`src/rtl/dma_prio_pkg.sv`:
```
package dma_prio_pkg;

    // Grant holding states of the resolver
    typedef enum logic [0:0] {
        ST_IDLE = 1'b0,
        ST_HELD = 1'b1
    } arb_state_e;

    // Priority order selection
    typedef enum logic [0:0] {
        PRIO_FIXED  = 1'b0,
        PRIO_ROTATE = 1'b1
    } prio_mode_e;

endpackage

```
`src/rtl/prio_ptr_reg.sv`:
```
module prio_ptr_reg #(
    parameter int NCH = 4,
    parameter int CW  = 2
) (
    input  logic          clk,
    input  logic          rst_n,
    input  logic          done_i,
    input  logic [CW-1:0] done_ch_i,
    output logic [CW-1:0] ptr_q,
    output logic [CW-1:0] ptr_eff
);

    localparam logic [CW-1:0] LAST_CH = CW'(NCH - 1);

    logic [CW-1:0] ptr_next;

    // Channel after the serviced one becomes highest priority
    always_comb begin
        if (done_ch_i == LAST_CH) ptr_next = '0;
        else                      ptr_next = done_ch_i + 1'b1;
    end

    // A pulse in the current cycle is seen by a same-cycle sample
    always_comb begin
        ptr_eff = done_i ? ptr_next : ptr_q;
    end

    always_ff @(posedge clk or negedge rst_n) begin
        if (!rst_n)      ptr_q <= '0;
        else if (done_i) ptr_q <= ptr_next;
    end

    // the pointer follows every serviced pulse
    assert_ptr_follow_R4: assert property (@(posedge clk) disable iff (!rst_n)
        done_i |=> ptr_q == (($past(done_ch_i) == LAST_CH) ? '0 : $past(done_ch_i) + 1'b1));

    // without a serviced pulse the pointer stays put
    assert_ptr_hold_R6: assert property (@(posedge clk) disable iff (!rst_n)
        !done_i |=> $stable(ptr_q));

endmodule

```
`src/rtl/prio_pick.sv`:
```
module prio_pick #(
    parameter int NCH = 4,
    parameter int CW  = 2
) (
    input  logic [NCH-1:0] active_i,
    input  logic [CW-1:0]  base_i,
    output logic           hit_o,
    output logic [CW-1:0]  win_o
);

    logic [NCH-1:0] rot;
    logic [CW-1:0]  off;
    logic [CW:0]    wsum;

    // Rotate so that channel base_i lands at position 0
    for (genvar gi = 0; gi < NCH; gi++) begin : g_rot
        logic [CW:0] isum;
        logic [CW:0] iwrap;
        assign isum  = (CW+1)'(gi) + {1'b0, base_i};
        assign iwrap = (isum >= (CW+1)'(NCH)) ? isum - (CW+1)'(NCH) : isum;
        assign rot[gi] = active_i[iwrap[CW-1:0]];
    end

    // Lowest set position in the rotated vector
    always_comb begin
        off = '0;
        for (int i = NCH - 1; i >= 0; i--) begin
            if (rot[i]) off = CW'(i);
        end
    end

    always_comb begin
        hit_o = |active_i;
        wsum  = {1'b0, off} + {1'b0, base_i};
        if (wsum >= (CW+1)'(NCH)) wsum = wsum - (CW+1)'(NCH);
        win_o = wsum[CW-1:0];
    end

endmodule

```
`src/rtl/dma_prio_arbiter.sv`:
```
module dma_prio_arbiter
    import dma_prio_pkg::*;
#(
    parameter  int NCH = 4,
    localparam int CW  = (NCH > 1) ? $clog2(NCH) : 1
) (
    input  logic           clk,
    input  logic           rst_n,
    input  logic [NCH-1:0] req_i,
    input  logic [NCH-1:0] en_i,
    input  logic           rotate_i,
    input  logic           sample_i,
    input  logic           done_i,
    input  logic [CW-1:0]  done_ch_i,
    output logic           grant_vld_o,
    output logic [CW-1:0]  grant_ch_o
);

    localparam logic [NCH-1:0] ONE = {{(NCH-1){1'b0}}, 1'b1};

    arb_state_e    state_q, state_d;
    logic [CW-1:0] ch_q, ch_d;
    logic [NCH-1:0] active;
    logic [CW-1:0] ptr_q, ptr_eff, base;
    logic          hit;
    logic [CW-1:0] win;
    prio_mode_e    mode;

    assign active = req_i & en_i;
    assign mode   = prio_mode_e'(rotate_i);

    prio_ptr_reg #(.NCH(NCH), .CW(CW)) i_ptr (
        .clk       (clk),
        .rst_n     (rst_n),
        .done_i    (done_i),
        .done_ch_i (done_ch_i),
        .ptr_q     (ptr_q),
        .ptr_eff   (ptr_eff)
    );

    always_comb begin
        unique case (mode)
            PRIO_FIXED:  base = '0;
            PRIO_ROTATE: base = ptr_eff;
        endcase
    end

    prio_pick #(.NCH(NCH), .CW(CW)) i_pick (
        .active_i (active),
        .base_i   (base),
        .hit_o    (hit),
        .win_o    (win)
    );

    // Next state: GRANT, REGRANT, DROP or WAIT
    always_comb begin
        state_d = state_q;
        ch_d    = ch_q;
        unique case (state_q)
            ST_IDLE: begin
                if (sample_i && hit) begin
                    state_d = ST_HELD;
                    ch_d    = win;
                end
            end
            ST_HELD: begin
                if (sample_i) begin
                    if (hit) begin
                        state_d = ST_HELD;
                        ch_d    = win;
                    end else begin
                        state_d = ST_IDLE;
                    end
                end
            end
        endcase
    end

    always_ff @(posedge clk or negedge rst_n) begin
        if (!rst_n) begin
            state_q <= ST_IDLE;
            ch_q    <= '0;
        end else begin
            state_q <= state_d;
            ch_q    <= ch_d;
        end
    end

    always_comb begin
        grant_vld_o = (state_q == ST_HELD);
        grant_ch_o  = ch_q;
    end

    // outputs move only after a strobe
    assert_hold_R5: assert property (@(posedge clk) disable iff (!rst_n)
        !sample_i |=> $stable(grant_vld_o) && $stable(grant_ch_o));

    // an empty sample drops the grant
    assert_empty_drop_R6: assert property (@(posedge clk) disable iff (!rst_n)
        sample_i && !(|(req_i & en_i)) |=> !grant_vld_o);

    // a held winner was enabled and requesting at the strobe
    assert_enabled_win_R3: assert property (@(posedge clk) disable iff (!rst_n)
        sample_i |=> !grant_vld_o || (|($past(req_i & en_i) & (ONE << grant_ch_o))));

    // in fixed order no lower-numbered channel was active
    assert_fixed_lowest_R2: assert property (@(posedge clk) disable iff (!rst_n)
        sample_i && !rotate_i |=> !grant_vld_o ||
            (($past(req_i & en_i) & ((ONE << grant_ch_o) - ONE)) == '0));

endmodule

```
`config.mk`:
```
export PLATFORM = sky130hd
export DESIGN_NAME = dma_prio_arbiter
export DESIGN_NICKNAME = d
export VERILOG_FILES = /design/src/rtl/dma_prio_pkg.sv /design/src/rtl/prio_ptr_reg.sv /design/src/rtl/prio_pick.sv /design/src/rtl/dma_prio_arbiter.sv
export SDC_FILE = /design/constraint.sdc
export NUM_CORES = 1
export LEC_CHECK = 0
export BUFFER_PORTS_ARGS = -buffer_cell sky130_fd_sc_hd__buf_4
export CORE_AREA = 3 3 40 42
export DETAILED_ROUTE_END_ITERATION = 10
export DIE_AREA = 0 0 43 45
export GPL_TIMING_DRIVEN = 1
export HOLD_SLACK_MARGIN = 0.1
export PLACE_DENSITY_LB_ADDON = 0.1
export SYNTH_ARGS = -nofsm -noshare
export SYNTH_HDL_FRONTEND = slang
export SYNTH_SLANG_ARGS = --single-unit
```
`constraint.sdc`:
```
create_clock -name clk -period 2.45 [get_ports clk]
set_clock_uncertainty 0.05 [all_clocks]
set_input_delay 0.245 -clock clk [delete_from_list [all_inputs] [get_ports clk]]
set_output_delay 0.245 -clock clk [all_outputs]
set_load 0.1 [all_outputs]
```
==> metrics.cfg <==
[global_routing]
grt_pass1_wl_um=2173
grtUsageMet1_pct=18.34
globalRouteMet3Util_pct=6.375
first_global_vias=494
global_route.overflow_total=0
grt_usage_pct=16.07
grt_start_max_net_pins=8
grt-busiest-layer=met2
grt_use_met2_pct=24.85
antenna_found_initial=0

[floorplanning]
num_rows=13
coreArea_sq_um=1285
start_util_pct=37.68
die_area_sq_um=1935
chipHeight_um=45
dieWidth_um=43
top_level_ports=18

[clock_network]
cts_max_level=1
tritoncts=done
cts_num_sinks=5
clkLatencyLatePin_ns=0.25
clk_pin_slew_ns=0.05
cts_buffer_depth=2
cts_made_buffers=3
ctsRootBufferMaster=sky130_fd_sc_hd__clkbuf_4

[sta]
fin_crit_sh_pct=97.52
finalHoldWorstSlack_ns=0.1691
timing.fmax_mhz=418.5
finalWorstPathRequiredPeriod_ns=2.389
setup_viol=0
final_max_slew_viol_count=0
grt_setup_unrepaired=false
worst-slew-pin-transition_ns=0.3553
finalHoldViolCount=0
slew_headroom_pct=76.16

[place]
place.detailed.instances=90
routabilityCongestion=0.7251
post-dp-hpwl_um=967.2
port_buffers=17

[power]
power.share.combinational_pct=54.2
sequentialPowerShare_pct=23.8
p_leak_nw=0.3563
power.switching_w=0.0001990
share_clk_of_total_power_pct=22.0
power-per-cell-area_nw_per_um2=610.5
ir_worst_vdd_uv=447.0
swShare_pct=44.44
intPower_w=0.0002487

[yosys]
syn_area_per_cell_sq_um=9.684
netlist_area_sq_um=484.2
seq_area_frac_synth_pct=25.84
yosys.area.top_type=sky130_fd_sc_hd__dfrtp_1
synthCells=50
yosysWarningCount=0
synth_top_area_share_pct=25.84
synth_enable_flop_cells=0
synthDistinctLibCells=27
async_flop_share_pct=100.0
mappedNetlistNets=67
synthFlopType=sky130_fd_sc_hd__dfrtp_1
postSynthRegisterBits=5
post_synth_main_area_contributors=sky130_fd_sc_hd__dfrtp_1, sky130_fd_sc_hd__mux4_1, sky130_fd_sc_hd__nand2_1

[cells_and_area]
design.final.nets=98
flow.area_growth_from_synthesis_pct=51.42
drive_gt1_share_pct=47.50
diode_insertion_count_for_antenna_repair=0
instances_no_fill=95

[job]
max-cap-violations=0

[critical_path]
timing.critical_path.slowest_stage_cell=sky130_fd_sc_hd__mux4_2
crit_chain=and2b_4 -> o21ai_4 -> mux4_2 -> o31a_1 -> ha_2 -> xor2_1 -> and3b_1 -> mux2i_1 -> o311ai_1
setup.reg_to_reg.worst_slack_ns=0.06
path_max_fanout=3
rr_endpoint=grant_ch_o[1]
worstSetupEndpointType=flip-flop
timing.critical_path.slowest_cell_delay_ns=0.52
r2r.worst_path.cells=9
critical_path.top_delay_family=multiplexers
criticalPathCategory=reg -> reg
arrival_ns=2.44
critical_path_buf_inv_count=0
worst_r2r_startpoint=i_ptr.ptr_q[0]
crit_required_ns=2.50
startpoint_type=flip-flop

[routing]
dr.first_iter.drc_count=3
wl_per_cell_um=13.77
detail_route.drc_violations=0
detail_route.wirelength_um=1308
dr_vias_cell=5.495
drt_pass1_iterations=4
dr_total_vias=522
antenna_left=0

[min_path]
timing.hold.worst_path_depth=2
hold_path_startpoint=sample_i
holdCritPathClass=in -> reg

[run_status]
run_status=completed

[layer usage]
metal  part of all wire (%)  wire length [um]
met1                     43               561
met2                     46               605
met3                    8.0               105
met4                    2.8                36
met5                      0                 0
[synth_stat cells, types with 2 or more instances]
cell type / n
sky130_fd_sc_hd__a31oi_1: 2
sky130_fd_sc_hd__ha_1: 2
sky130_fd_sc_hd__dfrtp_1: 5
sky130_fd_sc_hd__a32oi_1: 2
sky130_fd_sc_hd__nand3_1: 4
sky130_fd_sc_hd__mux2i_1: 2
sky130_fd_sc_hd__o21ai_0: 3
sky130_fd_sc_hd__mux2_1: 2
sky130_fd_sc_hd__inv_1: 2
sky130_fd_sc_hd__nor2_1: 2
sky130_fd_sc_hd__nand2_1: 7
sky130_fd_sc_hd__o22ai_1: 2
[worst max path at each step]
| stage | startpoint | endpoint | slack, ns | cells past startpoint |
|---|---|---|---|---|
| floorplan | i_ptr.ptr_q[0] | grant_ch_o[1] | 0.01 | 9 |
| global placement | done_ch_i[0] | grant_ch_o[1] | -0.15 | 11 |
| detailed placement | done_ch_i[0] | grant_ch_o[1] | -0.19 | 11 |
| CTS | i_ptr.ptr_q[0] | grant_ch_o[1] | 0.01 | 9 |
| global route | i_ptr.ptr_q[0] | grant_ch_o[1] | 0.001 | 9 |
| finish | i_ptr.ptr_q[0] | grant_ch_o[1] | 0.06 | 9 |
[placed cells by master, fill, tap and decap left out]
cell type	count
sky130_fd_sc_hd__buf_4	25
sky130_fd_sc_hd__nand2_1	7
sky130_fd_sc_hd__dfrtp_1	5
sky130_fd_sc_hd__nand3_1	4
sky130_fd_sc_hd__o21ai_0	3
sky130_fd_sc_hd__clkbuf_4	3
sky130_fd_sc_hd__inv_1	2
sky130_fd_sc_hd__a32oi_1	2
sky130_fd_sc_hd__mux4_2	2
sky130_fd_sc_hd__nor2_1	2
sky130_fd_sc_hd__mux2i_1	2
sky130_fd_sc_hd__o22ai_1	2
sky130_fd_sc_hd__mux2_1	2
sky130_fd_sc_hd__a31oi_1	2
sky130_fd_sc_hd__and2b_4	1
sky130_fd_sc_hd__nor3b_2	1
sky130_fd_sc_hd__or2_2	1
sky130_fd_sc_hd__o21ai_4	1
sky130_fd_sc_hd__mux2_4	1
sky130_fd_sc_hd__o21ai_1	1
sky130_fd_sc_hd__nand2_4	1
sky130_fd_sc_hd__xor2_1	1
sky130_fd_sc_hd__and3b_1	1
sky130_fd_sc_hd__a311oi_1	1
sky130_fd_sc_hd__o311ai_1	1
sky130_fd_sc_hd__mux2_2	1
sky130_fd_sc_hd__o31a_1	1
sky130_fd_sc_hd__ha_1	1
sky130_fd_sc_hd__ha_2	1
sky130_fd_sc_hd__clkbuf_1	1
sky130_fd_sc_hd__dlygate4sd3_1	1
[per-stage QoR]
step	area (sq um)	total power [W]	worst slack, ns	utilization, %	setup TNS, ns
3_3_place_gp	698.2	0.0003454	-0.1473	54.33	-0.1473
3_5_place_dp	698.2	0.0003470	-0.1946	54.33	-0.1946
6_report	733.2	0.0004477	0.06074	57.06	0
2_1_floorplan	491.7	0.0002713	0.01136	-	0
5_1_grt	733.2	0.0004752	0.001110	57.06	0
4_1_cts	730.7	0.0004515	0.01080	56.86	0
[cell type report]
cell class | count | area, sq um
clock buffers | 4 | 26.28
fillers | 118 | 551.8
inverters | 2 | 7.507
multi-input cells | 43 | 357.8
flip-flops and latches | 5 | 125.1
well taps | 15 | 18.77
repair buffers | 26 | 197.7
[cell families (layout without fill, tap and decap cells)]
kind of cell               count (synthesis)  in the layout  synth area share (%)
DFF                                        5              5                 25.84
AOI/OAI and AO/OA                         14             14                 20.15
and+or+nand+nor                           18             18                 21.19
muxes                                      8              8                 24.29
buffers and inverters                      2             32                 1.551
xor gates and xnor gates                   1              1                 1.809
adders and majority gates                  2              2                 5.167
[timing repair]
item | CTS | global route
setup buffers | 0 | 0
gates resized for setup | 1 | 1
setup endpoints to repair | 1 | 1
pin swaps | 0 | 2
endpoints found under the hold margin | 5 | 0
hold buffers | 1 | 0
[power groups by stage]
stage | clock, W | sequential, W | combinational (W)
2_1_floorplan | 0 | 0.000194 | 0.0000776
3_3_place_gp | 0 | 0.000107 | 0.000239
3_5_place_dp | 0 | 0.000108 | 0.000239
4_1_cts | 0.000102 | 0.000107 | 0.000242
5_1_grt | 0.000112 | 0.000108 | 0.000255
6_report | 0.0000986 | 0.000106 | 0.000243
No activity file was read; power rests on OpenSTA's default activity.
